### src/rtl/pktbuf_fifo_pkg.sv
package pktbuf_fifo_pkg;

    // Ownership state of the buffer pool, seen from the consumer side
    typedef enum logic [1:0] {
        OCC_NONE = 2'd0,   // no committed packet
        OCC_SOME = 2'd1,   // at least one committed packet, at least one free buffer
        OCC_ALL  = 2'd2    // every buffer committed to the consumer
    } occ_state_e;

endpackage

### src/rtl/pktbuf_fifo_ptr.sv
// Word offset plus buffer index for one side; emits a handoff on the last word.
module pktbuf_fifo_ptr #(
    parameter int PKT_WORDS = 8,
    parameter int NBUF      = 2
) (
    input  logic                         clk,
    input  logic                         rst_n,
    input  logic                         adv,
    output logic [$clog2(PKT_WORDS)-1:0] off,
    output logic [$clog2(NBUF)-1:0]      bidx,
    output logic                         at_last,
    output logic                         handoff
);
    localparam int OFF_W = $clog2(PKT_WORDS);
    localparam int BUF_W = $clog2(NBUF);
    localparam logic [OFF_W-1:0] OFF_LAST = OFF_W'(PKT_WORDS - 1);
    localparam logic [BUF_W-1:0] BUF_LAST = BUF_W'(NBUF - 1);

    assign at_last = (off == OFF_LAST);
    assign handoff = adv && at_last;

    always_ff @(posedge clk or negedge rst_n) begin
        if (!rst_n) begin
            off  <= '0;
            bidx <= '0;
        end else if (adv) begin
            if (at_last) begin
                off  <= '0;
                bidx <= (bidx == BUF_LAST) ? '0 : bidx + BUF_W'(1);
            end else begin
                off  <= off + OFF_W'(1);
            end
        end
    end
endmodule

### src/rtl/pktbuf_fifo_mem.sv
// Shared buffer storage: one write port, one combinational read port.
module pktbuf_fifo_mem #(
    parameter int DATA_W = 16,
    parameter int DEPTH  = 16,
    parameter int ADDR_W = 4
) (
    input  logic              clk,
    input  logic              we,
    input  logic [ADDR_W-1:0] waddr,
    input  logic [DATA_W-1:0] wdata,
    input  logic [ADDR_W-1:0] raddr,
    output logic [DATA_W-1:0] rdata
);
    logic [DATA_W-1:0] store [DEPTH];

    always_ff @(posedge clk) begin
        if (we) store[waddr] <= wdata;
    end

    assign rdata = store[raddr];
endmodule

### src/rtl/pktbuf_fifo_owner.sv
// Tracks how many buffers the consumer owns and derives the packet flags.
module pktbuf_fifo_owner
    import pktbuf_fifo_pkg::*;
#(
    parameter int NBUF = 2
) (
    input  logic                       clk,
    input  logic                       rst_n,
    input  logic                       commit,
    input  logic                       rel,
    input  logic                       wr_last,
    input  logic                       rd_last,
    input  logic                       early_en,
    output logic [$clog2(NBUF+1)-1:0]  occ,
    output logic                       can_wr,
    output logic                       can_rd,
    output logic                       full_n,
    output logic                       empty_n
);
    localparam int CNT_W = $clog2(NBUF + 1);
    localparam logic [CNT_W-1:0] ONE       = CNT_W'(1);
    localparam logic [CNT_W-1:0] ALL_BUT_1 = CNT_W'(NBUF - 1);

    occ_state_e            state, nstate;
    logic [CNT_W-1:0]      nocc;

    // State register
    always_ff @(posedge clk or negedge rst_n) begin
        if (!rst_n) begin
            state <= OCC_NONE;
            occ   <= '0;
        end else begin
            state <= nstate;
            occ   <= nocc;
        end
    end

    // Transitions
    always_comb begin
        nstate = state;
        nocc   = occ;
        unique case (state)
            OCC_NONE: begin
                if (commit) begin                       // T_FIRST
                    nocc   = ONE;
                    nstate = OCC_SOME;
                end
            end
            OCC_SOME: begin
                if (commit && !rel) begin               // T_ADD / T_FILL
                    nocc   = occ + ONE;
                    nstate = (occ == ALL_BUT_1) ? OCC_ALL : OCC_SOME;
                end else if (rel && !commit) begin      // T_TAKE / T_DRAIN
                    nocc   = occ - ONE;
                    nstate = (occ == ONE) ? OCC_NONE : OCC_SOME;
                end                                     // T_SWAP: both, hold
            end
            OCC_ALL: begin
                if (rel) begin                          // T_FREE
                    nocc   = occ - ONE;
                    nstate = OCC_SOME;
                end
            end
            default: begin
                nocc   = '0;
                nstate = OCC_NONE;
            end
        endcase
    end

    // Outputs
    always_comb begin
        can_wr  = (state != OCC_ALL);
        can_rd  = (state != OCC_NONE);
        full_n  = !((state == OCC_ALL) ||
                    (early_en && (occ == ALL_BUT_1) && wr_last));
        empty_n = !((state == OCC_NONE) ||
                    (early_en && (occ == ONE) && rd_last));
    end
endmodule

### src/rtl/pktbuf_fifo.sv
module pktbuf_fifo #(
    parameter int DATA_W    = 16,
    parameter int PKT_WORDS = 8,
    parameter int NBUF      = 2
) (
    input  logic              clk,
    input  logic              rst_n,
    input  logic              early_en,
    input  logic              wr_en,
    input  logic [DATA_W-1:0] wr_data,
    input  logic              rd_en,
    output logic [DATA_W-1:0] rd_data,
    output logic              full_n,
    output logic              empty_n,
    output logic              wr_err,
    output logic              rd_err
);
    localparam int OFF_W  = $clog2(PKT_WORDS);
    localparam int BUF_W  = $clog2(NBUF);
    localparam int ADDR_W = OFF_W + BUF_W;
    localparam int DEPTH  = NBUF * PKT_WORDS;
    localparam int CNT_W  = $clog2(NBUF + 1);

    logic [OFF_W-1:0] woff, roff;
    logic [BUF_W-1:0] wbuf, rbuf;
    logic             wlast, rlast, w_hand, r_hand;
    logic             can_wr, can_rd, wr_ok, rd_ok;
    logic [CNT_W-1:0] occ;

    assign wr_ok = wr_en && can_wr;
    assign rd_ok = rd_en && can_rd;

    pktbuf_fifo_ptr #(.PKT_WORDS(PKT_WORDS), .NBUF(NBUF)) u_wptr (
        .clk(clk), .rst_n(rst_n), .adv(wr_ok),
        .off(woff), .bidx(wbuf), .at_last(wlast), .handoff(w_hand)
    );

    pktbuf_fifo_ptr #(.PKT_WORDS(PKT_WORDS), .NBUF(NBUF)) u_rptr (
        .clk(clk), .rst_n(rst_n), .adv(rd_ok),
        .off(roff), .bidx(rbuf), .at_last(rlast), .handoff(r_hand)
    );

    // Buffer index selects the slice; power-of-two packet size keeps it a concat
    pktbuf_fifo_mem #(.DATA_W(DATA_W), .DEPTH(DEPTH), .ADDR_W(ADDR_W)) u_mem (
        .clk(clk), .we(wr_ok),
        .waddr({wbuf, woff}), .wdata(wr_data),
        .raddr({rbuf, roff}), .rdata(rd_data)
    );

    pktbuf_fifo_owner #(.NBUF(NBUF)) u_own (
        .clk(clk), .rst_n(rst_n),
        .commit(w_hand), .rel(r_hand),
        .wr_last(wlast), .rd_last(rlast), .early_en(early_en),
        .occ(occ), .can_wr(can_wr), .can_rd(can_rd),
        .full_n(full_n), .empty_n(empty_n)
    );

    always_ff @(posedge clk or negedge rst_n) begin
        if (!rst_n) begin
            wr_err <= 1'b0;
            rd_err <= 1'b0;
        end else begin
            if (wr_en && !can_wr) wr_err <= 1'b1;
            if (rd_en && !can_rd) rd_err <= 1'b1;
        end
    end
endmodule

### config.mk
export PLATFORM = sky130hd
export DESIGN_NAME = pktbuf_fifo
export DESIGN_NICKNAME = d
export VERILOG_FILES = /design/src/rtl/pktbuf_fifo_pkg.sv /design/src/rtl/pktbuf_fifo_ptr.sv /design/src/rtl/pktbuf_fifo_mem.sv /design/src/rtl/pktbuf_fifo_owner.sv /design/src/rtl/pktbuf_fifo.sv
export SDC_FILE = /design/constraint.sdc
export NUM_CORES = 1
export LEC_CHECK = 0
export ABC_AREA = 1
export BUFFER_PORTS_ARGS = -buffer_cell sky130_fd_sc_hd__buf_2
export CAP_MARGIN = 15
export CORE_UTILIZATION = 25
export DETAILED_ROUTE_END_ITERATION = 8
export PLACE_DENSITY = 0.5
export SKIP_LAST_GASP = 1
export SYNTH_ARGS = -nofsm -noshare
export SYNTH_HDL_FRONTEND = slang
export SYNTH_HIERARCHICAL = 1
export SYNTH_SLANG_ARGS = --single-unit
export TNS_END_PERCENT = 1
### constraint.sdc
create_clock -name clk -period 2.8 [get_ports clk]
set_clock_uncertainty 0.15 [all_clocks]
set_input_delay 0.14 -clock clk [delete_from_list [all_inputs] [get_ports clk]]
set_output_delay 0.14 -clock clk [all_outputs]
set_load 0.1 [all_outputs]
After elaboration in Yosys (flattened, before gate mapping). Memories as Yosys holds them, arrays and structs flattened. Cells that the tools add are included.

Register bits: 14. Bits in writable memories: 256. Memories: 1.

$add $sub $neg: 6. Eq/ne operators: 9. Muxes and demuxes: 17. Reductions and logical operators: 24.

Memory list: u_mem.store (depth 16, width 16, rd ports 1, clocked after memory_dff 0, write ports 1, line pktbuf_fifo_mem.sv:14) `logic [DATA_W-1:0] store [DEPTH];`.

Operator list (number): $mux 2 (8); $pmux 2 s3 (2); $logic_and 1x1->1 (11); $add 3x1->3 const B (2); $eq 3x3->1 const B (2); $logic_not 1->1 (6); $mux 3 (2); $mux 1 (5); $eq 2x1->1 const B (2); $ne 2x1->1 const B (2); $reduce_and 2->1 (2); $ne 3x1->1 const B (1); $reduce_and 3->1 (1); $add 1x1->1 const B (2); $add 2x1->2 const B (1); $eq 2x2->1 const B (1); $logic_not 2->1 (1); $logic_or 1x1->1 (2); $ne 2x2->1 const B (1); $reduce_bool 2->1 (1); $sub 2x1->2 const B (1).

Logic depth before layout (Yosys ltp).
Depth in word-level cells: 8. Gate-level depth with buffers: 15. Depth with buffers taken out: 14.

Hierarchy. The synthesis kept the hierarchy.

By module, submodules not included: pktbuf_fifo_mem (instances 1, cells each 1058, area an instance 11060.6 µm²); pktbuf_fifo_ptr (instances 2, cells each 24, area an instance 202.7 µm²); pktbuf_fifo_owner (instances 1, cells each 51, area an instance 357.8 µm²); pktbuf_fifo (instances 1, cells each 14, area an instance 95.1 µm²).

Worst setup path after synthesis. OpenSTA, ideal clock, no wires.

Path kind: reg2reg. From: reg u_own.state[1]. To: mem u_mem.store[12][0], enable pin. Library setup time: 0.388 ns. Data arrival time: 1.668 ns. Data required time: 2.262 ns. Path slack: 0.594 ns. Stages on the path, launching flop included: 7. Path buffers: 1. Period minus slack after synthesis: 2.206 ns. Path through: dfrtp_1 -> buf_6 -> nand2_1 -> nand2_1 -> inv_1 -> nand3_1 -> nor2_1.

Longest elaborated chain between the ends: 4.

RTL lines: start: declaration (line pktbuf_fifo_owner.sv:24) `occ_state_e state, nstate;`; start signal: assignment (line pktbuf_fifo_owner.sv:33) `state <= nstate;`; $ne 2x2->1 (line pktbuf_fifo_owner.sv:73) `can_wr = (state != OCC_ALL);`; named net can_wr (line pktbuf_fifo.sv:27) `logic can_wr, can_rd, wr_ok, rd_ok;`; $logic_and 1x1->1 (line pktbuf_fifo.sv:30) `assign wr_ok = wr_en && can_wr;`; named net wr_ok (line pktbuf_fifo.sv:27); $mux 1 (line pktbuf_fifo_mem.sv:17) `if (we) store[waddr] <= wdata;`; $mux 1 (not written as such) (line pktbuf_fifo_mem.sv:17); end: declaration (line pktbuf_fifo_mem.sv:14).

The timed path passes the listed nets, and every way through them passes these cells.

Final worst setup path.
From: reg u_rptr.off[0]. To: out rd_data[13].

Longest elaborated chain between the ends: 1.

RTL lines: start: declaration (line pktbuf_fifo_ptr.sv:9) `output logic [$clog2(PKT_WORDS)-1:0] off,`; start signal: assignment (line pktbuf_fifo_ptr.sv:31) `off <= off + OFF_W'(1);`; $mem_v2 16x16; end: declaration (line pktbuf_fifo.sv:12) `output logic [DATA_W-1:0] rd_data,`.

Every way passes these cells.

==> flow_summary.yaml <==
setup_path:
  required_ns: 2.51
  worstRegToRegCells: 6
  worst-path-buf-inv: 3
  arrival_ns: 2.33
  cp-end-kind: "output port"
  cp_slowest_cell: "dfrtp_4"
  crit_type: "reg2out"
  cp_slowest_stage_delay_ns: 0.54
  worstSetupPathDepth: 9
  crit_fanout: 42
  path_common_cell: "nand2_1"
  worstPathCellList: "inv_6 > buf_12 > nand2_1 > nand2_1 > nand2_1 > nand3_1 > nand3_1 > nand2_1 > buf_12"
  cp-start-kind: "flop"
  critPathTopFamily: "buffers and inverters"
clock_tree:
  cts-root-buf: "clkbuf_16"
  cts.path.max_buffers: 3
  postCtsSetupBuffers: 0
  numCtsBuffers: 27
  cts_max_level: 1
  clock_sinks: 270
  cts.clk_slew.worst_paths_ns: 0.06
  cts_tree: "done"
  clk_latency_ns: 0.53
synth:
  yosys-top-cells-area: "edfxtp_1 (64%), nand2_1 (12%), nand3_1 (8.4%)"
  syn_area_um2: 11920
  yosysSeqAreaShare_pct: 67.44
  syn_area_per_cell_um2: 10.18
  synthSimpleGateAreaFrac_pct: 21.82
  synth_top_area_cell: "edfxtp_1"
  synth_mux_area_share_pct: 0
  netlist_instances: 1171
  synth_top_family_by_area: "simple AND/OR/NAND/NOR gates"
  yosysUniqueCellTypes: 21
  synth_top_area_share_pct: 64.50
  post_synth_fa_ha_maj_area_fraction_pct: 0.9448
  synth_seq_cells: 270
  yosys_warnings: 6
  synthXorXnorAreaFrac_pct: 0
  synth-compound-area-share_pct: 0.1785
  synthesis.nets: 1201
floorplanning:
  fp.dieW_um: 220.3
  io_pins: 41
  core_um2: 46750
  die-area_um2: 48550
  fp.dieH_um: 220.3
  rows: 79
  start_util_pct: 25.49
global_route:
  grt_antenna_before_repair: 1
  grt_pass1_vias: 7535
  grt_first_pass_wirelength_um: 45280
  grt_max_degree: 92
  grt_overflow_total: 0
  grt_util_all_layers_pct: 12.29
route:
  drt-total-wl_um: 29480
  firstDrtPassIters: 7
  drt_iter0_drc: 537
  dr_total_vias: 7882
  drc_errors: 2
  viasPerCell: 4.215
  ant_nets: 0
  wl_per_cell_um: 15.77
timing:
  relSlewSlack_pct: 54.08
  period_share_pct: 93.54
  rsz0062_at_grt: "no"
  final_hold_viol_count: 0
  setup_tns_ns: 0
  fin_crit_ns: 2.619
  max_freq_ghz: 0.3818
  final_max_slew_viol_count: 0
  tightest_slew_ns: 0.6866
  setup_violations: 0
  fin_hold_ws_ns: 0.2178
placement:
  port_buffers: 40
  hpwl_um: 17670
  gp_congestion: 0.8028
min_path:
  hold_class: "in2reg"
  hold_depth: 4
power:
  leakage_nw: 6.094
  power.density_nw_per_um2: 1094
  power_mw: 15.66
  vdd_drop_max_mv: 0.5427
finish:
  layout-area-overhead-vs-synth_pct: 20.05
  final_common_cell: "nand2_1"
  layout_common_cells: "nand2_1 (385), edfxtp_1 (256), inv_1 (216)"
  drive_gt1_share_pct: 11.73
  multiInputGateArea_um2: 2775
  nFillCells: 4773
  register_area_um2: 8043
  final_nets: 1273
flow_run:
  max-cap-violations: 0
run_status:
  violations: "DRC"
  status: "complete, but fails checks"
-- report_power, final --
| group | internal [mW] | total, mW | switching, mW |
|---|---|---|---|
| Combinational | 2.20 | 7.12 | 4.92 |
| Clock | 2.04 | 3.56 | 1.52 |
| Sequential | 4.80 | 4.98 | 0.175 |
| Total | 9.04 | 15.7 | 6.61 |
-- routing by layer --
| metal | track usage (%) | routed length, um | vias to the layer above |
|---|---|---|---|
| met4 | 2.207 | 340 | 0 |
| met2 | 21.07 | 14540 | 145 |
| met3 | 1.512 | 1132 | 23 |
| met1 | 16.72 | 13470 | 3818 |
| li1 | - | - | 3896 |
| met5 | 0 | 0 | - |
-- cells by family (layout without fill, tap and decap cells) --
kind of cell               Yosys count  after routing
buffers and inverters              273            364
other                                0              1
and+or+nand+nor                    616            616
DFF                                270            270
adders and majority gates            9              9
AOI/OAI and AO/OA                    3              3
-- worst paths after layout --
path,from,endpoint,slack (ns)
setup / recovery,u_rptr/off[0],rd_data[13],0.18
hold / removal,wr_en,wr_err,0.22
setup reg to reg,u_own/state[1],u_mem/store[15][6],0.60
hold reg to reg,wr_err,wr_err,0.31
max in group asynchronous,rst_n,u_rptr/off[0],1.42
min in group asynchronous,rst_n,u_own/state[1],0.57
-- Yosys cell counts --
cell,instances
nor2_2,2
edfxtp_1,256
nand2_1,385
clkbuf_1,10
o21ai_1,1
nor2_1,21
a21oi_1,1
inv_2,5
nand3_1,201
inv_1,216
buf_2,19
a21boi_2,1
buf_4,18
ha_1,9
nand2_2,2
nand3_2,2
nand3b_1,2
buf_1,1
dfrtp_1,14
nor2_4,1
buf_6,4
-- final cells by class --
type / instances / area share, %
antenna: 1 / 0.01749
clock buffer: 29 / 4.774
clock inverter: 19 / 1.277
inverter: 221 / 5.832
multi-input combinational: 628 / 19.39
sequential: 270 / 56.21
tap: 607 / 5.308
timing repair buffer: 95 / 7.188
-- stage by stage --
| step | setup slack (ns) | utilization (%) | area, um^2 | std cells |
|---|---|---|---|---|
| 6_report | 0.1809 | 30.60 | 14310 | 1870 |
| 3_3_place_gp | 0.6206 | 28.31 | 13240 | 1801 |
| 4_1_cts | 0.05327 | 30.59 | 14300 | 1869 |
| 2_1_floorplan | 0.5938 | - | 11920 | 1171 |
| 5_1_grt | 0.003122 | 30.60 | 14310 | 1870 |
| 3_5_place_dp | 0.6216 | 28.31 | 13240 | 1801 |
-- tightest hold or removal path, stage by stage --
cell and delay (ns):
dlygate4sd3_1 0.52, buf_2 0.11, nand2_1 0.05, nand2_1 0.05
-- repair_timing --
item                                   in CTS  in global routing
endpoints found under the hold margin     280                  0
setup endpoints to repair                   0                 10
hold buffers                               20                  0
gates resized for setup                     0                  1
-- registers in the layout (all words and copies together), names as in the netlist --
name         cells
u_wptr/off       3
u_mem/store    256
u_rptr/off       3
u_own/occ        2
u_own/state      2
wr_err           1
u_rptr/bidx      1
u_wptr/bidx      1
rd_err           1
Power figures use the tool's default switching activity.
